## config.mk

```make
export PLATFORM = sky130hd
export DESIGN_NAME = radio_irq_ctrl
export DESIGN_NICKNAME = d
export VERILOG_FILES = /design/src/rtl/rirq_pkg.sv /design/src/rtl/rirq_event_latch.sv /design/src/rtl/rirq_regs.sv /design/src/rtl/rirq_pin_drive.sv /design/src/rtl/radio_irq_ctrl.sv
export SDC_FILE = /design/constraint.sdc
export NUM_CORES = 1
export LEC_CHECK = 0
export BUFFER_PORTS_ARGS = -buffer_cell sky130_fd_sc_hd__buf_2
export CELL_PAD_IN_SITES_DETAIL_PLACEMENT = 1
export CELL_PAD_IN_SITES_GLOBAL_PLACEMENT = 2
export CORE_UTILIZATION = 24
export CTS_BUF_LIST = sky130_fd_sc_hd__clkbuf_4 sky130_fd_sc_hd__clkbuf_8
export CTS_CLUSTER_DIAMETER = 100
export CTS_CLUSTER_SIZE = 24
export DETAILED_ROUTE_END_ITERATION = 12
export PLACE_DENSITY = 0.86
export SYNTH_ARGS = -nofsm -noshare
export SYNTH_HDL_FRONTEND = slang
export SYNTH_SLANG_ARGS = --single-unit
```

## constraint.sdc

```tcl
create_clock -name clk -period 2.35 [get_ports clk]
set_input_delay 0.47 -clock clk [delete_from_list [all_inputs] [get_ports clk]]
set_output_delay 0.47 -clock clk [all_outputs]
set_load 0.05 [all_outputs]
```

## src/rtl/rirq_pkg.sv

```systemverilog
package rirq_pkg;
  localparam int NSRC   = 3;
  localparam int STAT_W = 8;

  // bit position of each source inside status and control
  function automatic int src_bit(input int idx);
    case (idx)
      0:       return 0;
      1:       return 3;
      default: return 4;
    endcase
  endfunction

  function automatic logic [STAT_W-1:0] src_mask();
    logic [STAT_W-1:0] m;
    m = '0;
    for (int i = 0; i < NSRC; i++) m[src_bit(i)] = 1'b1;
    return m;
  endfunction
endpackage

```

## src/rtl/rirq_event_latch.sv

```systemverilog
module rirq_event_latch #(
  parameter int NSRC = rirq_pkg::NSRC,
  parameter int W    = rirq_pkg::STAT_W
) (
  input  logic            clk,
  input  logic            rst,
  input  logic [NSRC-1:0] ev,
  input  logic            rd_clr,
  output logic [W-1:0]    stat_d,
  output logic [W-1:0]    stat_q
);
  always_comb begin
    stat_d = '0;
    for (int i = 0; i < NSRC; i++)
      stat_d[rirq_pkg::src_bit(i)] = ev[i] | (stat_q[rirq_pkg::src_bit(i)] & ~rd_clr);
  end

  always_ff @(posedge clk) begin
    if (rst) stat_q <= '0;
    else     stat_q <= stat_d;
  end

  for (genvar g = 0; g < NSRC; g++) begin : g_src_chk
    localparam int P = rirq_pkg::src_bit(g);

    event_sets_bit_chk: assert property (@(posedge clk) disable iff (rst)
      ev[g] |=> stat_q[P]);

    read_keeps_event_chk: assert property (@(posedge clk) disable iff (rst)
      (rd_clr && ev[g]) |=> stat_q[P]);
  end


  read_clears_chk: assert property (@(posedge clk) disable iff (rst)
    (rd_clr && ev == '0) |=> (stat_q == '0));

  sticky_hold_chk: assert property (@(posedge clk) disable iff (rst)
    !rd_clr |=> ((stat_q & $past(stat_q)) == $past(stat_q)));
endmodule

```

## src/rtl/rirq_regs.sv

```systemverilog
module rirq_regs #(
  parameter int              ADDR_W    = 6,
  parameter int              W         = rirq_pkg::STAT_W,
  parameter logic [ADDR_W-1:0] CTRL_ADDR = 6'h32,
  parameter logic [ADDR_W-1:0] CFG_ADDR  = 6'h3A,
  parameter int              POL_BIT   = 1
) (
  input  logic              clk,
  input  logic              rst,
  input  logic              wr,
  input  logic [ADDR_W-1:0] addr,
  input  logic [W-1:0]      wdata,
  output logic [W-1:0]      ctrl_d,
  output logic [W-1:0]      ctrl_q,
  output logic              pol_d,
  output logic              pol_q
);
  localparam logic [W-1:0] MASK = rirq_pkg::src_mask();

  always_comb begin
    ctrl_d = ctrl_q;
    pol_d  = pol_q;
    if (wr && addr == CTRL_ADDR) ctrl_d = wdata & MASK;
    if (wr && addr == CFG_ADDR)  pol_d  = wdata[POL_BIT];
  end

  always_ff @(posedge clk) begin
    if (rst) begin
      ctrl_q <= MASK;
      pol_q  <= 1'b0;
    end else begin
      ctrl_q <= ctrl_d;
      pol_q  <= pol_d;
    end
  end


  ctrl_unused_zero_chk: assert property (@(posedge clk) disable iff (rst)
    (ctrl_q & ~MASK) == '0);
endmodule

```

## src/rtl/rirq_pin_drive.sv

```systemverilog
module rirq_pin_drive (
  input  logic clk,
  input  logic rst,
  input  logic act_d,
  input  logic pol_d,
  output logic pin_q
);
  always_ff @(posedge clk) begin
    if (rst) pin_q <= 1'b1;
    else     pin_q <= ~(act_d ^ pol_d);
  end
endmodule

```

## src/rtl/radio_irq_ctrl.sv

```systemverilog
module radio_irq_ctrl #(
  parameter int                ADDR_W    = 6,
  parameter logic [ADDR_W-1:0] STAT_ADDR = 6'h31,
  parameter logic [ADDR_W-1:0] CTRL_ADDR = 6'h32,
  parameter logic [ADDR_W-1:0] CFG_ADDR  = 6'h3A,
  parameter int                POL_BIT   = 1
) (
  input  logic              clk,
  input  logic              rst,
  input  logic              ev_tx_done,
  input  logic              ev_rx_done,
  input  logic              ev_sec_pend,
  input  logic              reg_wr,
  input  logic              reg_rd,
  input  logic [ADDR_W-1:0] reg_addr,
  input  logic [7:0]        reg_wdata,
  output logic [7:0]        status_q,
  output logic [7:0]        ctrl_q,
  output logic              irq_pin
);
  localparam int NSRC = rirq_pkg::NSRC;
  localparam int W    = rirq_pkg::STAT_W;
  localparam logic [W-1:0] MASK = rirq_pkg::src_mask();

  logic [NSRC-1:0] ev;
  logic [W-1:0]    stat_d, ctrl_d;
  logic            pol_d, pol_q, rd_clr, act_d;

  assign ev     = {ev_sec_pend, ev_rx_done, ev_tx_done};
  assign rd_clr = reg_rd && (reg_addr == STAT_ADDR);
  assign act_d  = |(stat_d & ~ctrl_d);

  rirq_event_latch #(.NSRC(NSRC), .W(W)) u_latch (
    .clk(clk), .rst(rst), .ev(ev), .rd_clr(rd_clr),
    .stat_d(stat_d), .stat_q(status_q)
  );

  rirq_regs #(.ADDR_W(ADDR_W), .W(W), .CTRL_ADDR(CTRL_ADDR),
              .CFG_ADDR(CFG_ADDR), .POL_BIT(POL_BIT)) u_regs (
    .clk(clk), .rst(rst), .wr(reg_wr), .addr(reg_addr), .wdata(reg_wdata),
    .ctrl_d(ctrl_d), .ctrl_q(ctrl_q), .pol_d(pol_d), .pol_q(pol_q)
  );

  rirq_pin_drive u_pin (
    .clk(clk), .rst(rst), .act_d(act_d), .pol_d(pol_d), .pin_q(irq_pin)
  );


  pin_matches_state_chk: assert property (@(posedge clk) disable iff (rst)
    irq_pin == ~((|(status_q & ~ctrl_q)) ^ pol_q));

  stat_unused_zero_chk: assert property (@(posedge clk) disable iff (rst)
    (status_q & ~MASK) == '0);
endmodule

```

=== Word-level counts from Yosys, hierarchy flattened ===
Index checks and enable logic that the tools add are counted.

* Mux-type cells: 2
* Reduce and logical (&&, ||, !) cells: 4
* Equal/unequal tests: 3
* Bitwise gates (word level): 11

{| class="wikitable"
|+ Operators by type and width
! cell !! number
|-
| equality test 6 bit (second input constant) || 3
|-
| AND 5 x 8 -> 8 bit || 1
|-
| 2-to-1 mux 8 bit || 1
|-
| inverter 8 bit || 1
|-
| OR reduction 8 bit || 1
|-
| AND 1 bit || 3
|-
| logical AND 1 bit || 3
|-
| bitwise OR 1 bit || 3
|-
| inverter 1 bit || 2
|-
| 2-to-1 mux 1 bit || 1
|-
| bitwise XOR 1 bit || 1
|}

* Output and inout port bits: 17
* Input bits: 21
* Bits in registers: 18
* Word-level logic and storage cells: 25

=== Logic depth before layout (Yosys ltp) ===
Gate-level depths: netlist of run 1.

* Depth in word-level cells: 9
* Depth in mapped cells: 5
* Mapped depth without buffers: 5

=== By module ===
A second synthesis of run 1 with hierarchy kept.

* Cell total of the unflattened synthesis: 87
* Area, all modules: 764.5 µm²

{| class="wikitable"
|+ By module, submodules not included
! module !! area each (µm²) !! seq. area each (µm²) !! cells each !! instances
|-
| rirq_regs || 446.7 || 180.2 || 41 || 1
|-
| rirq_event_latch || 202.7 || 60.1 || 26 || 1
|-
| radio_irq_ctrl || 80.1 || 0.0 || 17 || 1
|-
| rirq_pin_drive || 35.0 || 20.0 || 3 || 1
|}

=== Worst setup path after synthesis of run 1 ===
OpenSTA, ideal clock, no wires.

* Path kind: input-to-reg
* Start point: input reg_addr[3]
* End point: register u_pin.pin_q
* Data required time: 2.227 ns
* Setup slack: 0.778 ns
* Stages: 5
* Library setup time: 0.123 ns
* Path buffers: 0
* Arrival time: 1.449 ns
* Cells stage by stage: and4bb_2 > nand2_1 > a221oi_1 > o311a_1 > a21oi_2

* Longest elaborated chain between the ends: 9
* Elaborated cells between the ends (all ways): 20
* Those cells by class: eq/ne: 3; mux: 2; bitwise: 11; reduce/logical: 4

{| class="wikitable"
|+ RTL lines
! item !! RTL line !! text
|-
| from (decl) || radio_irq_ctrl.sv:15 || <nowiki>input logic [ADDR_W-1:0] reg_addr,</nowiki>
|-
| equality test 6 bit || radio_irq_ctrl.sv:30 || <nowiki>assign rd_clr = reg_rd && (reg_addr == STAT_ADDR);</nowiki>
|-
| logical AND 1 bit || radio_irq_ctrl.sv:30 ||
|-
| inverter 1 bit || rirq_event_latch.sv:15 || <nowiki>stat_d[rirq_pkg::src_bit(i)] = ev[i] | (stat_q[rirq_pkg::src_bit(i)] & ~rd_clr);</nowiki>
|-
| AND 1 bit || rirq_event_latch.sv:15 ||
|-
| bitwise OR 1 bit || rirq_event_latch.sv:15 ||
|-
| AND 5 x 8 -> 8 bit || radio_irq_ctrl.sv:31 || <nowiki>assign act_d = |(stat_d & ~ctrl_d);</nowiki>
|-
| OR reduction 8 bit || radio_irq_ctrl.sv:31 ||
|-
| bitwise XOR 1 bit * || rirq_pin_drive.sv:10 || <nowiki>else pin_q <= ~(act_d ^ pol_d);</nowiki>
|-
| inverter 1 bit * || rirq_pin_drive.sv:10 ||
|-
| to (signal assigned) || rirq_pin_drive.sv:10 ||
|-
| to (decl) || rirq_pin_drive.sv:6 || <nowiki>output logic pin_q</nowiki>
|}

Every way passes the cells marked *; elsewhere a longest branch is shown, timed or not.
A chain may end at the register's enable or synchronous reset.

=== Final worst setup path of run 1 ===
Ends and elaborated chain as after synthesis.

==> key figures, run 1 <==
Layout
  • Layout Nets: about 110
  • Fin cells: 115
  • N_diodes: 0
  • Commonest cells after routing, fill and taps aside: buf_2 (28), dfxtp_1 (13), and2_1 (5), conb_1 (5)
  • Syn-to-layout area delta: 31.1%
  • Most common cell after layout, fill and taps aside: buf_2
  • Final Core Density: 0.335
  • FILL cells: approximately 270
  • Share of layout cells above drive strength 1: 0.483

Flow run
  • Maxcap violations: 0

Detailed routing
  • Vias per std cell: 4.49
  • Routed WL per cell: approximately 11 um
  • Final ANT Viol Nets: 0
  • Pre-antenna DRT Iters: 3
  • WL final: roughly 1300 um
  • Via count: 516
  • DRC viols: 0
  • DR iter-0 viols: 2

Clock tree
  • Clock latency at the later pin of the worst-skew pair: 0.27 ns
  • H-tree levels: 1
  • Root Buffer: clkbuf_4
  • CTS tree: done
  • CTS clk-pin slew, worst paths: about 0.080 ns
  • TritonCTS buffer count: 3
  • Post_cts resized: 0
  • Cts hold-fix bufs: 0
  • TritonCTS Sinks: 13
  • CTS Buffer Depth: 2
  • Total setup buffers inserted after CTS: 0

Critical path
  • Maximum fanout along the worst path: 6
  • R2R Path End: u_pin.pin_q
  • Register-to-register setup slack: 1.17 ns
  • Arrival @ worst endpoint: 1.75 ns
  • Worst-path cell chain: buf_2 -> and4bb_2 -> nand2_1 -> a221oi_1 -> o311a_1 -> a21oi_2
  • Critical path type: input pin to flop
  • Crit path largest cell delay: ~0.38 ns
  • Reg-to-reg startpoint: u_latch.stat_q[0]
  • CP max-delay cell: a221oi_1
  • Worst EP required: around 2.5 ns
  • Startpoint Class: input pin
  • Setup crit end kind: flop
  • Worst Reg-to-Reg Cells: 4

Run status
  • Outcome: completed

Global route
  • Overall global routing resource usage: 0.116
  • First-pass GRT wire length: 2180 um
  • GRT overflow: 0
  • Vias in the first global route: 543
  • Largest net degree at the start of global routing: 10
  • Antenna violations before repair: 0

Power and ir drop
  • Static Leak: about 0.37 nW
  • Sw Ratio: 0.276
  • Combinational share of power: 0.161
  • Clk pwr share: 0.329
  • Pwr dens: approximately 600 nW/um2
  • Flop pwr share: 0.510
  • Peak VDD IR: about 250 uV
  • Internal power: 322 uW
  • Net Sw Power: 123 uW

Synth
  • Mapped Avg Cell Area: 10.0 um2
  • Sequential fraction of the synthesis area: 0.456
  • Synthesis-stage register bit count: 13
  • Synthesized cell area: approximately 570 um2
  • Cells after Synth: 57
  • Cell variety after synth: 26
  • Yosys warns: 0

Min path
  • Worst Hold Class: input pin to flop
  • WHS Endpoint: u_latch.stat_q[0]
  • WHS Path Cells: 3
  • HP Start: ev_tx_done

Floorplan
  • # rows: 17
  • Die span in y: 50.8 um
  • Die W: a little over 50 um
  • Die Area: around 2600 um2
  • Core area: around 2200 um2
  • Initial core utilization: 0.255
  • Ports: 38

STA
  • Setup-failing EPs final: 0
  • RSZ-0062 raised after global routing: false
  • Setup TNS: 0 ns
  • Final Max Tran Viols: 0
  • FMAX: roughly 0.63 GHz
  • Final Hold Vio Count: 0
  • Clock Skews: approximately 0.00047 ns
  • Minimum clock period: 1.59 ns
  • Final Cycle Share: 0.675
  • Hold slack final: between 0.4 and 0.5 ns

Place
  • RePlAce Congestion: 0.631
  • IO buf count: 28
  • DP HPWL: a little over 1000 um
  • Inst Count DP: roughly 110
[per-layer routing]
| metal | global-route usage | vias to the layer above | routed length, um |
|---|---|---|---|
| met1 | 0.132 | 239 | 585 |
| met2 | 0.191 | 23 | 610 |
| met5 | 0 | - | 0 |
| li1 | - | 254 | - |
| met4 | 0.0556 | 0 | 0 |
| met3 | 0.0394 | 0 | 100 |
[area by class of cell]
cell class,instances,area (um2),area share
Multi-Input combinational cell,38,268,0.358
Tap cell,28,35.0,0.0468
Timing Repair Buffer,28,140,0.187
Sequential cell,13,260,0.348
Inverter,4,15.0,0.0201
Clock buffer,4,30.0,0.0401
[cells in the mapped netlist]
cell,count,area share
and3_2,2,0.026
nand2_1,1,0.0066
and3_1,1,0.011
buf_4,5,0.066
o21ai_1,2,0.018
a221oi_2,1,0.026
mux2i_1,1,0.018
a221oi_1,2,0.031
and4bb_2,1,0.022
conb_1,1,0.0066
nand3b_1,1,0.013
o21ai_2,1,0.015
nand4bb_1,1,0.020
a21oi_2,1,0.015
a21oi_1,4,0.035
o311a_1,1,0.018
and3b_2,1,0.018
dfxtp_1,13,0.46
and2_1,5,0.055
nor3_1,1,0.0088
clkbuf_2,1,0.0088
a211o_2,3,0.053
nand4_1,1,0.011
nor2b_1,1,0.011
nor2_1,1,0.0066
inv_1,4,0.026
[worst max-delay path by stage]
stage                            from          end  slack [ns]  depth (start not counted)
after floorplan           reg_addr[3]  u_pin.pin_q        0.78                          5
after global placement    reg_addr[3]  u_pin.pin_q        0.53                          6
after detailed placement  reg_addr[3]  u_pin.pin_q        0.49                          6
after CTS                 reg_addr[2]  u_pin.pin_q        0.78                          6
after global routing      reg_addr[3]  u_pin.pin_q        0.69                          6
final                     reg_addr[3]  u_pin.pin_q        0.76                          6
[cells by family after synthesis]
kind of cell	share of synthesized area
simple gates	0.208
buf+inv	0.101
compound gates	0.211
mux	0.0175
flops	0.456
other cells	0.00657
[state kept, by name, indices dropped and copies added (netlist names)]
name	cells
u_regs.ctrl_q	8
u_latch.stat_q	3
u_pin.pin_q	1
u_regs.pol_q	1
[metrics by stage]
step,worst slack [ns],power (mW),cell area [um2]
after floorplan,0.778,0.288,586
after global placement,0.525,0.302,718
after detailed placement,0.490,0.303,718
after CTS,0.778,0.454,748
after global routing,0.688,0.471,748
final,0.764,0.444,748
[critical path: cells and delay by family]
kind | cells | cell delay, ns
AO/OA/AOI/OAI | 3 | 0.65
AND/OR/NAND/NOR | 2 | 0.51
buffers and inverters | 1 | 0.11
[power by group through the flow]
stage / logic (mW) / clock network [mW] / registers [mW]
4_1_cts: 0.0718 / 0.155 / 0.227
5_1_grt: 0.0767 / 0.167 / 0.227
3_3_place_gp: 0.0700 / 0 / 0.232
3_5_place_dp: 0.0716 / 0 / 0.232
6_report: 0.0716 / 0.146 / 0.227
2_1_floorplan: 0.0405 / 0 / 0.247
(Power assumes the default switching activity.)
==> run 2, diff against run 1 <==
--- a/config.mk
+++ b/config.mk
@@ -8,12 +8,12 @@
 export BUFFER_PORTS_ARGS = -buffer_cell sky130_fd_sc_hd__buf_2
 export CELL_PAD_IN_SITES_DETAIL_PLACEMENT = 1
 export CELL_PAD_IN_SITES_GLOBAL_PLACEMENT = 2
-export CORE_UTILIZATION = 24
+export CORE_UTILIZATION = 22
 export CTS_BUF_LIST = sky130_fd_sc_hd__clkbuf_4 sky130_fd_sc_hd__clkbuf_8
 export CTS_CLUSTER_DIAMETER = 100
 export CTS_CLUSTER_SIZE = 24
 export DETAILED_ROUTE_END_ITERATION = 12
-export PLACE_DENSITY = 0.86
+export PLACE_DENSITY = 0.8
 export SYNTH_ARGS = -nofsm -noshare
 export SYNTH_HDL_FRONTEND = slang
 export SYNTH_SLANG_ARGS = --single-unit
==> constraint.sdc (replaced) <==
create_clock -name clk -period 1.6 [get_ports clk]
set_input_delay 0.32 -clock clk [delete_from_list [all_inputs] [get_ports clk]]
set_output_delay 0.32 -clock clk [all_outputs]
set_load 0.05 [all_outputs]
==> key figures, run 2 (synthesis results as in run 1) <==
Layout
  • Largest register FFs: 8 (unchanged)
  • Syn-to-layout area delta: 34.2%
  • Cell area after layout: 766 um2 (+2.3%)
  • Fin cells: 119 (+3.5%)
  • Layout Nets: 111 (+1.8%)
  • N_diodes: 0 (unchanged)
  • Share of layout cells above drive strength 1: 0.494 (+0.0116)
  • Most common cell after layout, fill and taps aside: buf_2
  • Top Registers: u_regs.ctrl_q x8, u_latch.stat_q x3
  • Top reg by flops: u_regs.ctrl_q
  • Commonest cells after routing, fill and taps aside: buf_2 (28), dfxtp_1 (13), and2_1 (5), conb_1 (5)

Power and ir drop
  • Pwr dens: 858 nW/um2 (+44%)
  • Combinational share of power: 0.161 (about the same)
  • Flop pwr share: 0.507 (-0.003)
  • Internal power: 473 uW (+47%)
  • Peak VDD IR: 392 uV (+56%)
  • Static Leak: 0.375 nW (+2.3%)
  • Net Sw Power: 184 uW (+50%)
  • Sw Ratio: 0.280 (+0.00379)
  • Clk pwr share: 0.332 (+0.003)

Critical path
  • Critical path type: input pin to flop
  • Worst EP required: 1.76 ns (-0.75 ns)
  • Startpoint Class: input pin
  • Crit path largest cell delay: 0.37 ns (about the same)
  • Arrival @ worst endpoint: 1.55 ns (-0.20 ns)
  • Worst-path cell chain: buf_2 -> and4bb_2 -> nand2_1 -> a221oi_1 -> o311a_1 -> a21oi_2
  • Setup crit end kind: flop
  • Maximum fanout along the worst path: 5 (-1)
  • Buf/Inv on CP: 1 (unchanged)
  • CP top delay family: compound AO/OA/AOI/OAI gates
  • CP max-delay cell: a221oi_1

Clock tree
  • Cts hold-fix bufs: 0 (unchanged)
  • CTS tree: done
  • Post_cts resized: 0 (unchanged)
  • TritonCTS buffer count: 3 (unchanged)
  • CTS clk-pin slew, worst paths: 0.08 ns (about the same)
  • H-tree levels: 1 (unchanged)
  • Total setup buffers inserted after CTS: 0 (unchanged)
  • TritonCTS Sinks: 13 (unchanged)
  • CTS Buffer Depth: 2 (unchanged)
  • Clock latency at the later pin of the worst-skew pair: 0.27 ns (about the same)
  • Root Buffer: clkbuf_4

Global route
  • GR Util met1: 0.136 (+0.00457)
  • Antenna violations before repair: 0 (unchanged)
  • M3 GR Usage: 0.0374 (-0.00204)
  • Overall global routing resource usage: 0.116 (+0.000568)
  • Met2 global-route usage: 0.184 (-0.00757)
  • First-pass GRT wire length: 2280 um (+4.7%)
  • Layer with the highest usage: met2
  • Largest net degree at the start of global routing: 10 (unchanged)
  • Vias in the first global route: 537 (-1.1%)
  • GRT overflow: 0 (unchanged)

STA
  • Final Cycle Share: 0.869
  • Final Max Tran Viols: 0 (unchanged)
  • FMAX: just over 0.7 GHz
  • Setup ws final: 0.209 ns (-0.555 ns)
  • RSZ-0062 raised after global routing: false
  • Final Hold Vio Count: 0 (unchanged)
  • Setup TNS: 0 ns (unchanged)
  • Clock Skews: 0.00533 ns (+0.00486 ns)
  • Setup-failing EPs final: 0 (unchanged)
  • Minimum clock period: about 1.4 ns

Detailed routing
  • Via count: 540 (+4.7%)
  • DRC viols: 0 (unchanged)
  • WL final: 1390 um (+7.6%)
  • Pre-antenna DRT Iters: 3 (unchanged)
  • Vias per std cell: 4.54 (+1.1%)
  • Final ANT Viol Nets: 0 (unchanged)
  • DR iter-0 viols: 5 (+3)
  • Routed WL per cell: 11.7 um (+4.0%)

Floorplan
  • Die span in y: 52.9 um (+4.3%)
  • Core area: 2450 um2 (+9.9%)
  • Die Area: 2800 um2 (+8.7%)
  • Die W: 52.9 um (+4.3%)
  • Initial core utilization: 0.232 (-0.0230)
  • # rows: 18 (+1)
  • Ports: 38 (unchanged)

Place
  • Place WS: -0.0815 ns (-0.572 ns)
  • DP HPWL: 1130 um (+10%)
  • IO buf count: 28 (unchanged)
  • Area post-placement: 736 um2 (+2.4%)
  • Inst Count DP: 115 (+3.6%)
  • RePlAce Congestion: 0.700 (+11%)

Min path
  • Worst Hold Class: input pin to flop

Flow run
  • Maxcap violations: 0 (unchanged)

Run status
  • Outcome: completed
==> run 2: worst register-to-register path, stage by stage (launching register included) <==
cell,delay [ns]
dfxtp_1,0.33
o21ai_1,0.09
a221oi_1,0.39
o311a_1,0.22
a21oi_2,0.03
==> run 2: metrics by stage <==
| stage | util | total power [mW] | hold WS [ns] |
|---|---|---|---|
| floorplan | - | 0.423 | 0.470 |
| global placement | 0.300 | 0.444 | 0.438 |
| detailed placement | 0.300 | 0.447 | 0.440 |
| CTS | 0.312 | 0.667 | 0.299 |
| global route | 0.312 | 0.691 | 0.313 |
| finish | 0.312 | 0.657 | 0.308 |
==> run 2: path summary, 6_finish.rpt <==
kind	to	depth (start not counted)	slack (ns)	from
setup reg to reg	u_pin.pin_q	4	0.43	u_latch.stat_q[0]
setup / recovery	u_pin.pin_q	6	0.21	reg_addr[2]
hold / removal	u_latch.stat_q[0]	3	0.31	ev_tx_done
hold reg to reg	u_regs.ctrl_q[6]	1	0.47	u_regs.ctrl_q[6]
==> run 2: area by class of cell <==
class                      instances  area, um2
clock buffer                       4       30.0
sequential                        13        260
inverter                           4       15.0
multi-input combinational         38        268
fill                             301       1690
timing repair buffer              30        155
tap                               30       37.5
==> run 2: power by group through the flow <==
stage	Combinational, mW	Clock [mW]	Sequential [mW]
6_report	0.106	0.218	0.333
5_1_grt	0.115	0.243	0.334
4_1_cts	0.106	0.228	0.333
3_5_place_dp	0.106	0	0.341
3_3_place_gp	0.103	0	0.341
2_1_floorplan	0.0594	0	0.363
==> run 2: per-layer routing <==
metal / up-vias / wire length, um
met4: 0 / 0
met3: 0 / 109
met2: 22 / 693
met5: - / 0
met1: 259 / 591
li1: 259 / -
